[config.mk]
export PLATFORM = sky130hd
export DESIGN_NAME = serial_rx_flags
export DESIGN_NICKNAME = d
export VERILOG_FILES = /design/src/rtl/serial_rx_pkg.sv /design/src/rtl/serial_rx_sync.sv /design/src/rtl/serial_rx_frame.sv /design/src/rtl/serial_rx_status.sv /design/src/rtl/serial_rx_flags.sv
export SDC_FILE = /design/constraint.sdc
export NUM_CORES = 1
export LEC_CHECK = 0
export ABC_AREA = 1
export CORE_ASPECT_RATIO = 0.7
export CORE_MARGIN = 8
export CORE_UTILIZATION = 40
export CTS_CLUSTER_DIAMETER = 40
export DETAILED_ROUTE_END_ITERATION = 16
export REMOVE_ABC_BUFFERS = 1
export SLEW_MARGIN = 20
export SYNTH_ARGS = -nofsm -noshare
export SYNTH_HDL_FRONTEND = slang
export SYNTH_HIERARCHICAL = 1
export SYNTH_SLANG_ARGS = --single-unit
[constraint.sdc]
create_clock -name clk -period 1.2 [get_ports clk]
set_input_delay 0.18 -clock clk [delete_from_list [all_inputs] [get_ports clk]]
set_output_delay 0.18 -clock clk [all_outputs]
set_load 0.02 [all_outputs]
[src/rtl/serial_rx_pkg.sv]
package serial_rx_pkg;
  localparam int unsigned CHAR_W = 8;

  typedef enum logic [2:0] {
    ST_IDLE,
    ST_START,
    ST_DATA,
    ST_PAR,
    ST_STOP,
    ST_WAITHI
  } rx_state_e;

  typedef struct packed {
    logic [CHAR_W-1:0] data;
    logic              perr;
    logic              ferr;
  } rx_char_t;
endpackage

[src/rtl/serial_rx_sync.sv]
module serial_rx_sync #(
  parameter int unsigned STAGES = 2
) (
  input  logic clk,
  input  logic rst_n,
  input  logic din,
  output logic dout
);
  logic [STAGES-1:0] stage_q;

  generate
    for (genvar i = 0; i < STAGES; i++) begin : g_stage
      if (i == 0) begin : g_first
        always_ff @(posedge clk or negedge rst_n) begin
          if (!rst_n) stage_q[i] <= 1'b1;
          else        stage_q[i] <= din;
        end
      end else begin : g_next
        always_ff @(posedge clk or negedge rst_n) begin
          if (!rst_n) stage_q[i] <= 1'b1;
          else        stage_q[i] <= stage_q[i-1];
        end
      end
    end
  endgenerate

  assign dout = stage_q[STAGES-1];
endmodule

[src/rtl/serial_rx_frame.sv]
module serial_rx_frame
  import serial_rx_pkg::*;
#(
  parameter int unsigned OSR = 16
) (
  input  logic     clk,
  input  logic     rst_n,
  input  logic     tick,
  input  logic     line,
  input  logic     par_en,
  input  logic     par_odd,
  output logic     done,
  output rx_char_t chr
);
  localparam int unsigned CW = $clog2(OSR);
  localparam int unsigned BW = $clog2(CHAR_W);
  localparam logic [CW-1:0] MID_CNT  = CW'(OSR / 2 - 1);
  localparam logic [CW-1:0] LAST_CNT = CW'(OSR - 1);
  localparam logic [BW-1:0] LAST_BIT = BW'(CHAR_W - 1);

  rx_state_e         state_q, state_d;
  logic [CW-1:0]     cnt_q, cnt_d;
  logic [BW-1:0]     bit_q, bit_d;
  logic [CHAR_W-1:0] sh_q, sh_d;
  logic              pbad_q, pbad_d;

  always_comb begin
    state_d = state_q;
    cnt_d   = cnt_q;
    bit_d   = bit_q;
    sh_d    = sh_q;
    pbad_d  = pbad_q;
    done    = 1'b0;
    if (tick) begin
      unique case (state_q)
        ST_IDLE: begin
          if (!line) begin
            state_d = ST_START;
            cnt_d   = '0;
          end
        end
        ST_START: begin
          if (cnt_q == MID_CNT) begin
            cnt_d   = '0;
            bit_d   = '0;
            state_d = line ? ST_IDLE : ST_DATA;
          end else begin
            cnt_d = cnt_q + CW'(1);
          end
        end
        ST_DATA: begin
          if (cnt_q == LAST_CNT) begin
            cnt_d = '0;
            sh_d  = {line, sh_q[CHAR_W-1:1]};
            if (bit_q == LAST_BIT) state_d = par_en ? ST_PAR : ST_STOP;
            else                   bit_d   = bit_q + BW'(1);
          end else begin
            cnt_d = cnt_q + CW'(1);
          end
        end
        ST_PAR: begin
          if (cnt_q == LAST_CNT) begin
            cnt_d   = '0;
            pbad_d  = (^sh_q) ^ line ^ par_odd;
            state_d = ST_STOP;
          end else begin
            cnt_d = cnt_q + CW'(1);
          end
        end
        ST_STOP: begin
          if (cnt_q == LAST_CNT) begin
            cnt_d   = '0;
            done    = 1'b1;
            state_d = line ? ST_IDLE : ST_WAITHI;
          end else begin
            cnt_d = cnt_q + CW'(1);
          end
        end
        ST_WAITHI: begin
          if (line) state_d = ST_IDLE;
        end
        default: state_d = ST_IDLE;
      endcase
    end
  end

  always_ff @(posedge clk or negedge rst_n) begin
    if (!rst_n) begin
      state_q <= ST_IDLE;
      cnt_q   <= '0;
      bit_q   <= '0;
      sh_q    <= '0;
      pbad_q  <= 1'b0;
    end else begin
      state_q <= state_d;
      cnt_q   <= cnt_d;
      bit_q   <= bit_d;
      sh_q    <= sh_d;
      pbad_q  <= pbad_d;
    end
  end

  assign chr.data = sh_q;
  assign chr.perr = par_en & pbad_q;
  assign chr.ferr = ~line;

  // a start that is high again at mid-bit is dropped
  p_start_reject_r1: assert property (@(posedge clk) disable iff (!rst_n)
    (state_q == ST_START && tick && cnt_q == MID_CNT && line) |=> state_q == ST_IDLE);

  // a low line keeps the receiver parked after a bad stop bit
  p_hold_low_r5: assert property (@(posedge clk) disable iff (!rst_n)
    (state_q == ST_WAITHI && !line) |=> state_q == ST_WAITHI);

  // a completion with a low line goes to the wait state
  p_ferr_park_r5: assert property (@(posedge clk) disable iff (!rst_n)
    (done && !line) |=> state_q == ST_WAITHI);

  // nothing advances without a tick
  p_no_tick_r10: assert property (@(posedge clk) disable iff (!rst_n)
    !tick |=> ($stable(state_q) && $stable(cnt_q) && $stable(sh_q)));
endmodule

[src/rtl/serial_rx_status.sv]
module serial_rx_status
  import serial_rx_pkg::*;
(
  input  logic              clk,
  input  logic              rst_n,
  input  logic              done,
  input  rx_char_t          chr,
  input  logic              irq_en,
  input  logic              rd_ack,
  input  logic              clr_ovr,
  input  logic              clr_perr,
  input  logic              clr_ferr,
  output logic [CHAR_W-1:0] rx_data,
  output logic              rx_full,
  output logic              ovr_err,
  output logic              par_err,
  output logic              frm_err,
  output logic              irq_rx,
  output logic              irq_err
);
  logic [CHAR_W-1:0] data_q, data_d;
  logic full_q, full_d, ovr_q, ovr_d, perr_q, perr_d, ferr_q, ferr_d;
  logic still_full;

  always_comb begin
    still_full = full_q & ~rd_ack;
    data_d = data_q;
    full_d = still_full;
    ovr_d  = ovr_q  & ~clr_ovr;
    perr_d = perr_q & ~clr_perr;
    ferr_d = ferr_q & ~clr_ferr;
    if (done) begin
      if (still_full) begin
        ovr_d = 1'b1;
      end else begin
        data_d = chr.data;
        if (chr.perr) perr_d = 1'b1;
        if (chr.ferr) ferr_d = 1'b1;
        if (!chr.perr && !chr.ferr) full_d = 1'b1;
      end
    end
  end

  always_ff @(posedge clk or negedge rst_n) begin
    if (!rst_n) begin
      data_q <= '0;
      full_q <= 1'b0;
      ovr_q  <= 1'b0;
      perr_q <= 1'b0;
      ferr_q <= 1'b0;
    end else begin
      data_q <= data_d;
      full_q <= full_d;
      ovr_q  <= ovr_d;
      perr_q <= perr_d;
      ferr_q <= ferr_d;
    end
  end

  assign rx_data = data_q;
  assign rx_full = full_q;
  assign ovr_err = ovr_q;
  assign par_err = perr_q;
  assign frm_err = ferr_q;
  assign irq_rx  = irq_en & full_q;
  assign irq_err = irq_en & (ovr_q | perr_q | ferr_q);

  // an overrun leaves the stored byte and the full flag alone
  p_ovr_keep_r6: assert property (@(posedge clk) disable iff (!rst_n)
    (done && full_q && !rd_ack) |=> (rx_full && ovr_err && $stable(rx_data)));

  // a parity failure flags the byte without marking it full
  p_perr_load_r4: assert property (@(posedge clk) disable iff (!rst_n)
    (done && !(full_q && !rd_ack) && chr.perr) |=> (par_err && !rx_full));

  // error flags are sticky without their clear strobe
  p_sticky_r8: assert property (@(posedge clk) disable iff (!rst_n)
    (perr_q && !clr_perr) |=> par_err);

  // acknowledge with no completion empties the register
  p_ack_r7: assert property (@(posedge clk) disable iff (!rst_n)
    (rd_ack && !done) |=> !rx_full);
endmodule

[src/rtl/serial_rx_flags.sv]
module serial_rx_flags
  import serial_rx_pkg::*;
#(
  parameter int unsigned OSR         = 16,
  parameter int unsigned SYNC_STAGES = 2
) (
  input  logic              clk,
  input  logic              rst_n,
  input  logic              tick_16x,
  input  logic              rxd,
  input  logic              par_en,
  input  logic              par_odd,
  input  logic              irq_en,
  input  logic              rd_ack,
  input  logic              clr_ovr,
  input  logic              clr_perr,
  input  logic              clr_ferr,
  output logic [CHAR_W-1:0] rx_data,
  output logic              rx_full,
  output logic              ovr_err,
  output logic              par_err,
  output logic              frm_err,
  output logic              irq_rx,
  output logic              irq_err
);
  logic [1:0] rst_pipe_q;
  logic       rst_core_n;
  logic       line_s;
  logic       done;
  rx_char_t   chr;

  always_ff @(posedge clk or negedge rst_n) begin
    if (!rst_n) rst_pipe_q <= 2'b00;
    else        rst_pipe_q <= {rst_pipe_q[0], 1'b1};
  end
  assign rst_core_n = rst_pipe_q[1];

  serial_rx_sync #(.STAGES(SYNC_STAGES)) u_sync (
    .clk  (clk),
    .rst_n(rst_core_n),
    .din  (rxd),
    .dout (line_s)
  );

  serial_rx_frame #(.OSR(OSR)) u_frame (
    .clk    (clk),
    .rst_n  (rst_core_n),
    .tick   (tick_16x),
    .line   (line_s),
    .par_en (par_en),
    .par_odd(par_odd),
    .done   (done),
    .chr    (chr)
  );

  serial_rx_status u_status (
    .clk     (clk),
    .rst_n   (rst_core_n),
    .done    (done),
    .chr     (chr),
    .irq_en  (irq_en),
    .rd_ack  (rd_ack),
    .clr_ovr (clr_ovr),
    .clr_perr(clr_perr),
    .clr_ferr(clr_ferr),
    .rx_data (rx_data),
    .rx_full (rx_full),
    .ovr_err (ovr_err),
    .par_err (par_err),
    .frm_err (frm_err),
    .irq_rx  (irq_rx),
    .irq_err (irq_err)
  );
endmodule

==> impl_results.md <==
* Status: finished with violations
* Failing checks: setup timing
* Final ANT Viol Nets at 0
* Vias in the first global route at 1685
* Pwr dens at approximately 1300 nW/um^2
* ANT cells at 0
* Die height at 73.8 microns
* Avg Cell Area, Syn at around 8.3 sq um
* R2R setup slack at -0.22 ns
* Sequential fraction of the synthesis area at ~46%
* FP Rows at 21
* Die W at 98.6 microns
* P&R area growth vs syn at 49.6%
* FF-to-FF Start: u_frame/cnt_q[0]$_DFFE_PN0P_
* Final setup margin at -0.223 ns
* Multi-input logic area at 1060 sq um
* Crit-path max cell delay at 0.37 ns
* Via-to-Cell Ratio at 4.75
* CTS H-Tree Depth at 2
* Root Buffer: clkbuf_8
* Total Die Area at about 7300 sq um
* IO Count at 25
* Initial core utilization at 40.8%
* RSZ-0062 raised after global routing: yes
* Clock tree buffer depth at 2
* Worst IR drop on VDD at 0.683 mV
* DP HPWL at ~3200 microns
* Hold_ws at a little over 0.04 ns
* Hold/Removal Path Class: input port to asynchronous set/reset pin
* Endpoints failing hold at 0
* Max FO, Critical Path at 5
* Pre-Repair DR Iteration Count at 5
* Setup Viol. Count Final at 31
* DRC viols at 0
* Detailed Route Iter0 Violations at 74
* CTS tree: yes
* Synth area leaders: dfrtp_1 43%, nand2_1 15%, nand3_2 7.3%
* Post-CTS Hold Buffers at 0
* Num CTS Buffers at 5
* IO Port Bufs at 24
* CP endpoint kind: register
* Critical Path Start: u_frame/cnt_q[0]$_DFFE_PN0P_
* Final min period at roughly 1.4 ns
* Final core occ at 61.1%
* Final worst-path cycle share at 119%
* Yosys cell types at 28
* Routed wire per std cell at 12.7 microns
* Vias at between 1500 and 2000
* Area share of the largest cell type after synthesis at between 40% and 50%
* All-Layer GR Usage at a little over an eighth
* Worst flop-to-flop path endpoint: u_frame/state_q[1]$_DFFE_PN0P_
* CP startpoint kind: register
* Fmax at 703 MHz
* Clock Latency Late Sink at 0.29 ns
* Synth Cell Area at 1910 sq um
* Setup CP Type: register to register
* Crit path DAT at ~1.6 ns
* RePlAce Congestion at 0.805
* Wirelength, routed at around 4500 microns
* Fin nets at 313
* Largest net degree at the start of global routing at 24
* Crit path cell chain: ha_2 -> nand2_1 -> nor2_2 -> nor2_2 -> buf_4 -> nor3_4 -> nand2_2 -> nand2_1 -> o21ai_1
* Sequential Area at just under 900 sq um
* Clk sinks at 35
* TNS Setup at -5.20 ns
* Max cap viols at 0
* Global route overflow at 0
* Fill count at 407
* Synth area leader: dfrtp_1
* Core ar. at 4680 sq um
* Worst-path clk slew at 0.08 ns
* Seq cells post-synth at 35
* CP max-delay cell: dfrtp_1
* Warnings from Yosys at 6
* First-pass GRT wire length at 7780 microns
* Final Skew at 0.00962 ns
* Cell count after synthesis at ~230
* Worst Path Required at 1.37 ns
* Fin. max-slew vios at 0
* Leak at ~0.0014 uW
* Share of layout cells above drive strength 1 at 44.3%
* Initial antenna violation count at 0
* Reg2reg path depth at 9
-- routing by layer --
metal / wire (microns) / up-vias / GRT usage (%)
li1: - / 873 / -
met1: 2280 / 773 / 18.0
met2: 1930 / 44 / 19.8
met3: 290 / 4 / 4.35
met4: 36 / 0 / 3.72
met5: 0 / - / 0
-- worst max-delay path by stage --
stage,to,slack [ns],cells past startpoint
after floorplan,u_status/rx_data[0]$_DFFE_PN0P_,-0.80,8
after global placement,irq_err,-0.42,3
after detailed placement,irq_err,-0.45,3
after CTS,u_frame/state_q[0]$_DFFE_PN0P_,-0.25,9
after global routing,u_frame/state_q[1]$_DFFE_PN0P_,-0.32,9
final,u_frame/state_q[1]$_DFFE_PN0P_,-0.22,9
-- metrics by stage --
step	area, sq um	setup slack (ns)	total power [uW]	instances
floorplan	1880	-0.801	2100	226
global placement	2500	-0.416	2620	344
detailed placement	2500	-0.446	2660	344
CTS	2720	-0.249	3810	355
global route	2860	-0.323	4090	357
finish	2860	-0.223	3840	357
-- state kept, by name, indices dropped and copies added, names as in the netlist --
name,cells
rst_pipe_q,2
u_sync/dout,1
u_frame/pbad_q,1
u_sync/stage_q,1
u_status/rx_full,1
u_frame/state_q,3
u_status/ovr_err,1
u_frame/bit_q,3
u_status/frm_err,1
u_status/rx_data,8
u_frame/cnt_q,4
u_frame/sh_q,8
u_status/par_err,1
-- cells in the final DEF (no fill, tap or decap), drive strengths merged, types with 4 or more instances in the layout --
master and n:
clkdlybuf4s15 4, buf 46, dfrtp 33, inv 31, nor2 13, nand2 81
o21ai 18, clkdlybuf4s50 10, nand3 24, clkbuf 10, a21oi 5
-- power breakdown --
| part | leakage [uW] | internal, uW | switching [uW] | total (uW) |
|---|---|---|---|---|
| combinational | 0.000918 | 610 | 741 | 1350 |
| clock | 0.0000587 | 630 | 475 | 1100 |
| sequential | 0.000464 | 1300 | 88.5 | 1380 |
-- area by class of cell --
class	count	share of cell area, %
Tap cell	57	2.50
Sequential cell	35	30.8
Clock buffer	5	2.41
Timing Repair Buffer	66	21.4
Inverter	30	4.12
Clock inverter	3	1.66
Multi-Input combinational cell	161	37.1
-- worst max-delay path: cells and delay by family (launching register included) --
kind            cells  cell delay [ns]
buf+inv             1             0.13
fa+ha+maj           1             0.20
compound gates      1             0.06
flops               1             0.37
simple gates        6             0.53
-- repair_timing --
item                       4_1_cts  5_1_grt
gates cloned                     2        0
pin swaps                       28       15
buffers inserted                 2        2
setup endpoints to repair       45       40
hold endpoints to repair         0        0
resized for setup               50       56
-- synthesized netlist by cell type --
cell type / number
a21oi_2: 2
nand2_1: 75
o21ai_1: 7
inv_2: 4
nand3_2: 14
o21ai_0: 6
nor3_4: 1
inv_1: 25
dfrtp_1: 33
conb_1: 1
nor3b_1: 1
nor2_2: 3
o21ai_2: 5
xor2_1: 3
dfstp_2: 2
a22oi_2: 1
o211ai_1: 3
nor2_1: 10
a21oi_1: 3
ha_1: 3
nor3_1: 1
clkinv_1: 1
buf_6: 3
nand3_1: 10
a21boi_0: 1
nand2_2: 6
nand4_1: 2
xnor2_1: 3
-- cells by family after synthesis --
group / synth area share (%)
compound gates: 9.63
simple gates: 31.8
other cells: 0.196
xor+xnor: 2.75
fa+ha+maj: 1.97
buf+inv: 7.67
flops: 46.0
Note: power is estimated with default switching activity, not from simulation.
